<file path="config.mk">
export PLATFORM = sky130hd
export DESIGN_NAME = scan_sel_router
export DESIGN_NICKNAME = d
export VERILOG_FILES = /design/src/rtl/scan_sel_pkg.sv /design/src/rtl/scan_sel_ctrl.sv /design/src/rtl/scan_sel_dp.sv /design/src/rtl/scan_sel_router.sv
export SDC_FILE = /design/constraint.sdc
export NUM_CORES = 1
export LEC_CHECK = 0
export ABC_CLOCK_PERIOD_IN_PS = 1600
export BUFFER_PORTS_ARGS = -buffer_cell sky130_fd_sc_hd__buf_2
export CORE_AREA = 2 2 39 41
export DETAILED_ROUTE_END_ITERATION = 16
export DIE_AREA = 0 0 41 43
export PLACE_DENSITY = 0.76
export SETUP_SLACK_MARGIN = 0.02
export SYNTH_ARGS = -nofsm -noshare
export SYNTH_HDL_FRONTEND = slang
export SYNTH_SLANG_ARGS = --single-unit
export TNS_END_PERCENT = 1
</file>
<file path="constraint.sdc">
create_clock -name tck -period 1.6 [get_ports tck]
set_input_delay 0.4 -clock tck [delete_from_list [all_inputs] [get_ports tck]]
set_output_delay 0.4 -clock tck [all_outputs]
set_load 0.02 [all_outputs]
</file>
<file path="src/rtl/scan_sel_pkg.sv">
package scan_sel_pkg;

  // strobes from the control half to the datapath half
  typedef struct packed {
    logic fieldCap;    // selection shift stage loads readback
    logic fieldShift;  // selection shift stage shifts
    logic fieldUpd;    // selection update stage loads (falling edge)
    logic bypCap;      // bypass cell clears
    logic bypShift;    // bypass cell shifts
  } selStrobe_t;

endpackage

</file>
<file path="src/rtl/scan_sel_ctrl.sv">
module scan_sel_ctrl
  import scan_sel_pkg::*;
#(
  parameter int NUM_SEG = 4,
  parameter int SEL_W   = 3
) (
  input  logic               tck,
  input  logic               testRst,
  input  logic               selectIn,
  input  logic               captureDr,
  input  logic               shiftDr,
  input  logic               updateDr,
  input  logic [SEL_W-1:0]   selUpd,
  output selStrobe_t         strobe,
  output logic [NUM_SEG-1:0] segHit,
  output logic               bypHit,
  output logic [NUM_SEG-1:0] segShiftEn,
  output logic [NUM_SEG-1:0] segCaptureEn,
  output logic [NUM_SEG-1:0] segUpdateEn
);

  logic capSel;
  logic shSel;
  logic updSel;

  assign capSel = selectIn & captureDr;
  assign shSel  = selectIn & shiftDr;
  assign updSel = selectIn & updateDr;

  // code i+1 selects segment i; everything else falls to the bypass cell
  for (genvar i = 0; i < NUM_SEG; i++) begin : g_dec
    assign segHit[i]       = (selUpd == SEL_W'(i + 1));
    assign segShiftEn[i]   = segHit[i] & shSel;
    assign segCaptureEn[i] = segHit[i] & capSel;
    assign segUpdateEn[i]  = segHit[i] & updSel;
  end

  assign bypHit = ~|segHit;

  always_comb begin
    strobe            = '0;
    strobe.fieldCap   = capSel;
    strobe.fieldShift = shSel;
    strobe.fieldUpd   = updSel;
    strobe.bypCap     = capSel & bypHit;
    strobe.bypShift   = shSel & bypHit;
  end


  one_shift_chk: assert property (@(posedge tck) disable iff (testRst)
    $onehot0(segShiftEn));


  shift_gate_chk: assert property (@(posedge tck) disable iff (testRst)
    (segShiftEn != '0) |-> (shiftDr && selectIn && !bypHit));


  desel_quiet_chk: assert property (@(posedge tck) disable iff (testRst)
    !selectIn |-> (segShiftEn == '0 && segCaptureEn == '0 && segUpdateEn == '0));


  byp_excl_chk: assert property (@(posedge tck) disable iff (testRst)
    (selUpd == '0 || selUpd > SEL_W'(NUM_SEG)) |-> (segShiftEn == '0 && segCaptureEn == '0));

endmodule

</file>
<file path="src/rtl/scan_sel_dp.sv">
module scan_sel_dp
  import scan_sel_pkg::*;
#(
  parameter int NUM_SEG = 4,
  parameter int SEL_W   = 3
) (
  input  logic               tck,
  input  logic               testRst,
  input  logic               tdi,
  input  selStrobe_t         strobe,
  input  logic [NUM_SEG-1:0] segHit,
  input  logic [NUM_SEG-1:0] segScanOut,
  output logic [SEL_W-1:0]   selUpd,
  output logic [NUM_SEG-1:0] segScanIn,
  output logic               tdo
);

  logic [SEL_W-1:0] selShift;
  logic             bypBit;
  logic             fieldOut;

  assign fieldOut = selShift[0];

  // selection shift stage: tdi enters at the top, bit 0 feeds the segments
  always_ff @(posedge tck or posedge testRst) begin
    if (testRst) begin
      selShift <= '0;
    end else if (strobe.fieldCap) begin
      selShift <= selUpd;
    end else if (strobe.fieldShift) begin
      selShift <= {tdi, selShift[SEL_W-1:1]};
    end
  end

  // selection update stage on the falling edge
  always_ff @(negedge tck or posedge testRst) begin
    if (testRst) begin
      selUpd <= '0;
    end else if (strobe.fieldUpd) begin
      selUpd <= selShift;
    end
  end

  // default one-bit path
  always_ff @(posedge tck or posedge testRst) begin
    if (testRst) begin
      bypBit <= 1'b0;
    end else if (strobe.bypCap) begin
      bypBit <= 1'b0;
    end else if (strobe.bypShift) begin
      bypBit <= fieldOut;
    end
  end

  for (genvar i = 0; i < NUM_SEG; i++) begin : g_si
    assign segScanIn[i] = fieldOut;
  end

  // output multiplexer after the segment list
  always_comb begin
    tdo = bypBit;
    for (int i = 0; i < NUM_SEG; i++) begin
      if (segHit[i]) tdo = segScanOut[i];
    end
  end


  upd_hold_chk: assert property (@(posedge tck) disable iff (testRst)
    !strobe.fieldUpd |-> $stable(selUpd));


  readback_chk: assert property (@(posedge tck) disable iff (testRst)
    strobe.fieldCap |=> (selShift == $past(selUpd)));


  byp_clear_chk: assert property (@(posedge tck) disable iff (testRst)
    strobe.bypCap |=> !bypBit);


  field_shift_chk: assert property (@(posedge tck) disable iff (testRst)
    (strobe.fieldShift && !strobe.fieldCap) |=> (selShift[SEL_W-1] == $past(tdi)));

endmodule

</file>
<file path="src/rtl/scan_sel_router.sv">
module scan_sel_router
  import scan_sel_pkg::*;
#(
  parameter int NUM_SEG = 4,
  parameter int SEL_W   = 3
) (
  input  logic               tck,
  input  logic               testRst,
  input  logic               selectIn,
  input  logic               captureDr,
  input  logic               shiftDr,
  input  logic               updateDr,
  input  logic               tdi,
  output logic               tdo,
  output logic [NUM_SEG-1:0] segScanIn,
  input  logic [NUM_SEG-1:0] segScanOut,
  output logic [NUM_SEG-1:0] segShiftEn,
  output logic [NUM_SEG-1:0] segCaptureEn,
  output logic [NUM_SEG-1:0] segUpdateEn
);

  localparam int CODE_SPAN = 1 << SEL_W;

  initial begin
    if (CODE_SPAN <= NUM_SEG) $error("SEL_W too narrow for NUM_SEG codes plus bypass");
  end

  selStrobe_t         strobe;
  logic [SEL_W-1:0]   selUpd;
  logic [NUM_SEG-1:0] segHit;
  logic               bypHit;

  scan_sel_ctrl #(.NUM_SEG(NUM_SEG), .SEL_W(SEL_W)) u_ctrl (
    .tck          (tck),
    .testRst      (testRst),
    .selectIn     (selectIn),
    .captureDr    (captureDr),
    .shiftDr      (shiftDr),
    .updateDr     (updateDr),
    .selUpd       (selUpd),
    .strobe       (strobe),
    .segHit       (segHit),
    .bypHit       (bypHit),
    .segShiftEn   (segShiftEn),
    .segCaptureEn (segCaptureEn),
    .segUpdateEn  (segUpdateEn)
  );

  scan_sel_dp #(.NUM_SEG(NUM_SEG), .SEL_W(SEL_W)) u_dp (
    .tck        (tck),
    .testRst    (testRst),
    .tdi        (tdi),
    .strobe     (strobe),
    .segHit     (segHit),
    .segScanOut (segScanOut),
    .selUpd     (selUpd),
    .segScanIn  (segScanIn),
    .tdo        (tdo)
  );

endmodule

</file>
==> flow_summary.ini <==
[run_status]
status = finished with violations
violations = setup timing

[yosys]
synth_top_cell_by_area = dfrtp_1
synth-edff-count = 0
ys_seq_area_frac = 0.326
synthTopCellsByArea = dfrtp_1 (19%), dfrtn_1 (14%), a22o_1 (8.1%), nor2_1 (7.7%), nand2_1 (7.0%)
synth_flop_cell = dfrtp_1
syn_area_per_cell_um2 = 8.41
synth.distinct_cells = 24
synthesis.nets = 75
netlist_area_um2 = 538
netlist.area_leader.share = 0.186
yosysWarningCount = 0
synthTopCellsByCount = nor2_1 (11), nand2_1 (10), a22o_1 (5)
synth_cells = 64
synth_most_common_cell = nor2_1
postSynth.asyncResetShare = 1.00
synth_seq_cells = 7

[sta]
grt_setup_unrepaired = true
slew_headroom = 0.784
hold_viol = 0
setup_ws_ns = -0.969
drv_slew = 0
fin_tns_setup_ns = -13.17
tightest_slew_ns = 0.321
finalClockSkew_ns = 0.0160
setup_violations = 19

[power]
p_switching_uw = 426
fin_total_pwr_mw = 1.09
combinationalPowerShare = 0.599
clkPwrFrac = 0.141
p_leak_nw = 0.451
switching_share = 0.391
powerDensity_nw_per_um2 = 1230
ir_worst_vdd_mv = 0.862
p_seq_frac = 0.260
internal-power_uw = 664

[worst_setup_path]
worstPathArrival_ns = 2.17
worst-path-max-fanout = 6
r2r-start = u_dp.selUpd[1]
cp_cell_sequence = inv_1 -> nor3_1 -> a221oi_2 -> buf_4
setup.worst_path.end = tdo
startpoint_type = flop
crit_type = flop to output pin
cpMaxStageDelayCell = dfrtn_1
crit_required_ns = 1.20
max_stage_delay_ns = 0.53
r2r_slack_ns = -0.71
reg2reg_to = u_dp.bypBit
crit_start = u_dp.selUpd[2]
r2r_cells = 4
endpoint_kind = output pin

[route]
wl_per_cell_um = 12.9
postRouteWirelength_mm = 1.54
drtIter0Drc = 5
ant_nets = 0
via_count = 585
avgViaCountPerCell = 4.92
dr.pass1.iters = 3
drc_errors = 0

[cells_and_area]
drive_above_1_share = 0.592
area_growth_pct = 65.1
nets = 115
fill_cells = 126
n_antenna_cell = 0
final_util = 0.642

[cts]
cts-root-buf = clkbuf_4
clock_sinks = 7
cts_buffer_depth = 2
clkTransAtPathRegs_ns = 0.05
clkLatencyLatePin_ns = 0.26
cts_buffers = 3
tritoncts = built
htree_levels = 1

[die]
die_w_um = 41
core_region_area_um2 = 1380
initial_core_util = 0.389
num_rows = 14
dieHeight_um = 43
pin_count = 28
design.die.area_um2 = 1760

[grt]
grt.overflow.total = 0
grt_max_degree = 9
grt_pass1_vias = 546
antenna_found_initial = 0
grt_pass1_wl_mm = 2.47
grtUsageTotal = 0.220

[placement]
gp_congestion = 0.896
dp.final_hpwl_mm = 1.14
io_buffers = 27

[min_path]
hold_path.class = primary input to async pin

[flow_run]
drv_cap = 0
==> state kept, by name, indices dropped and copies added, names as in the netlist <==
register	cells
u_dp.selShift	3
u_dp.selUpd	3
u_dp.bypBit	1
==> cells by family after synthesis <==
logic type / count (synthesis) / share of synthesized area
AOI/OAI and AO/OA: 11 / 0.181
buffers and inverters: 9 / 0.107
muxes: 5 / 0.100
and+or+nand+nor: 32 / 0.286
DFF: 7 / 0.326
==> metrics by stage <==
stage | hold slack, ns | setup slack, ns | std cells | instance area (um^2)
floorplan | 0.203 | -0.735 | 64 | 558
global placement | 0.495 | -0.749 | 114 | 762
detailed placement | 0.491 | -0.744 | 114 | 762
CTS | 0.223 | -0.971 | 119 | 853
global route | 0.251 | -1.06 | 119 | 888
finish | 0.214 | -0.969 | 119 | 888
==> layer usage <==
metal | global-route usage | vias to the layer above | wire (um)
li1 | - | 295 | -
met1 | 0.250 | 269 | 566
met2 | 0.356 | 17 | 871
met3 | 0.0366 | 4 | 64
met4 | 0.140 | 0 | 35
met5 | 0 | - | 0
==> worst min-delay path by stage <==
stage,from,endpoint,slack [ns],cells past startpoint
2_1_floorplan,testRst,u_dp.bypBit,0.20,1
3_3_place_gp,testRst,u_dp.bypBit,0.50,3
3_5_place_dp,testRst,u_dp.bypBit,0.49,3
4_1_cts,testRst,u_dp.bypBit,0.22,3
5_1_grt,testRst,u_dp.bypBit,0.25,3
6_report,testRst,u_dp.bypBit,0.21,3
==> layout make-up <==
type,instances,area (um^2),area share
clock buffers,4,26.3,0.0296
inverters,2,7.51,0.00845
multi-input cells,48,358,0.403
flip-flops and latches,7,175,0.197
well taps,16,20.0,0.0225
repair buffers,42,302,0.339
==> power groups by stage <==
stage | clock [mW] | sequential (mW) | combinational [mW]
final | 0.154 | 0.283 | 0.652
after global routing | 0.173 | 0.291 | 0.706
after CTS | 0.162 | 0.279 | 0.623
after detailed placement | 0 | 0.285 | 0.570
after global placement | 0 | 0.282 | 0.561
after floorplan | 0 | 0.270 | 0.409
==> critical path, delay by kind of cell, from the launching register on <==
family / cells / cell delay [ns]
buffers and inverters: 2 / 0.27
AND/OR/NAND/NOR: 1 / 0.25
AO/OA/AOI/OAI: 1 / 0.05
flip-flops: 1 / 0.53
==> layout by cell type, fill, tap and decap left out, types with 2 or more instances in the layout <==
master    count
mux2_2        2
mux2i_1       2
buf_2        13
clkbuf_4      3
inv_1         2
a22o_1        5
nand2_1       6
nor2_1        8
dfrtn_1       3
buf_4        24
buf_6         5
nand2_2       3
dfrtp_1       4
nor2_2        2
and2_1        3
==> what timing repair did <==
action                                 CTS  global route
resized for setup                       19            11
pin swaps                                2             2
hold buffers                             0             0
setup buffers                            1             0
endpoints found under the hold margin    0             0
setup endpoints to repair               20            20
Power figures use the tool's default switching activity.
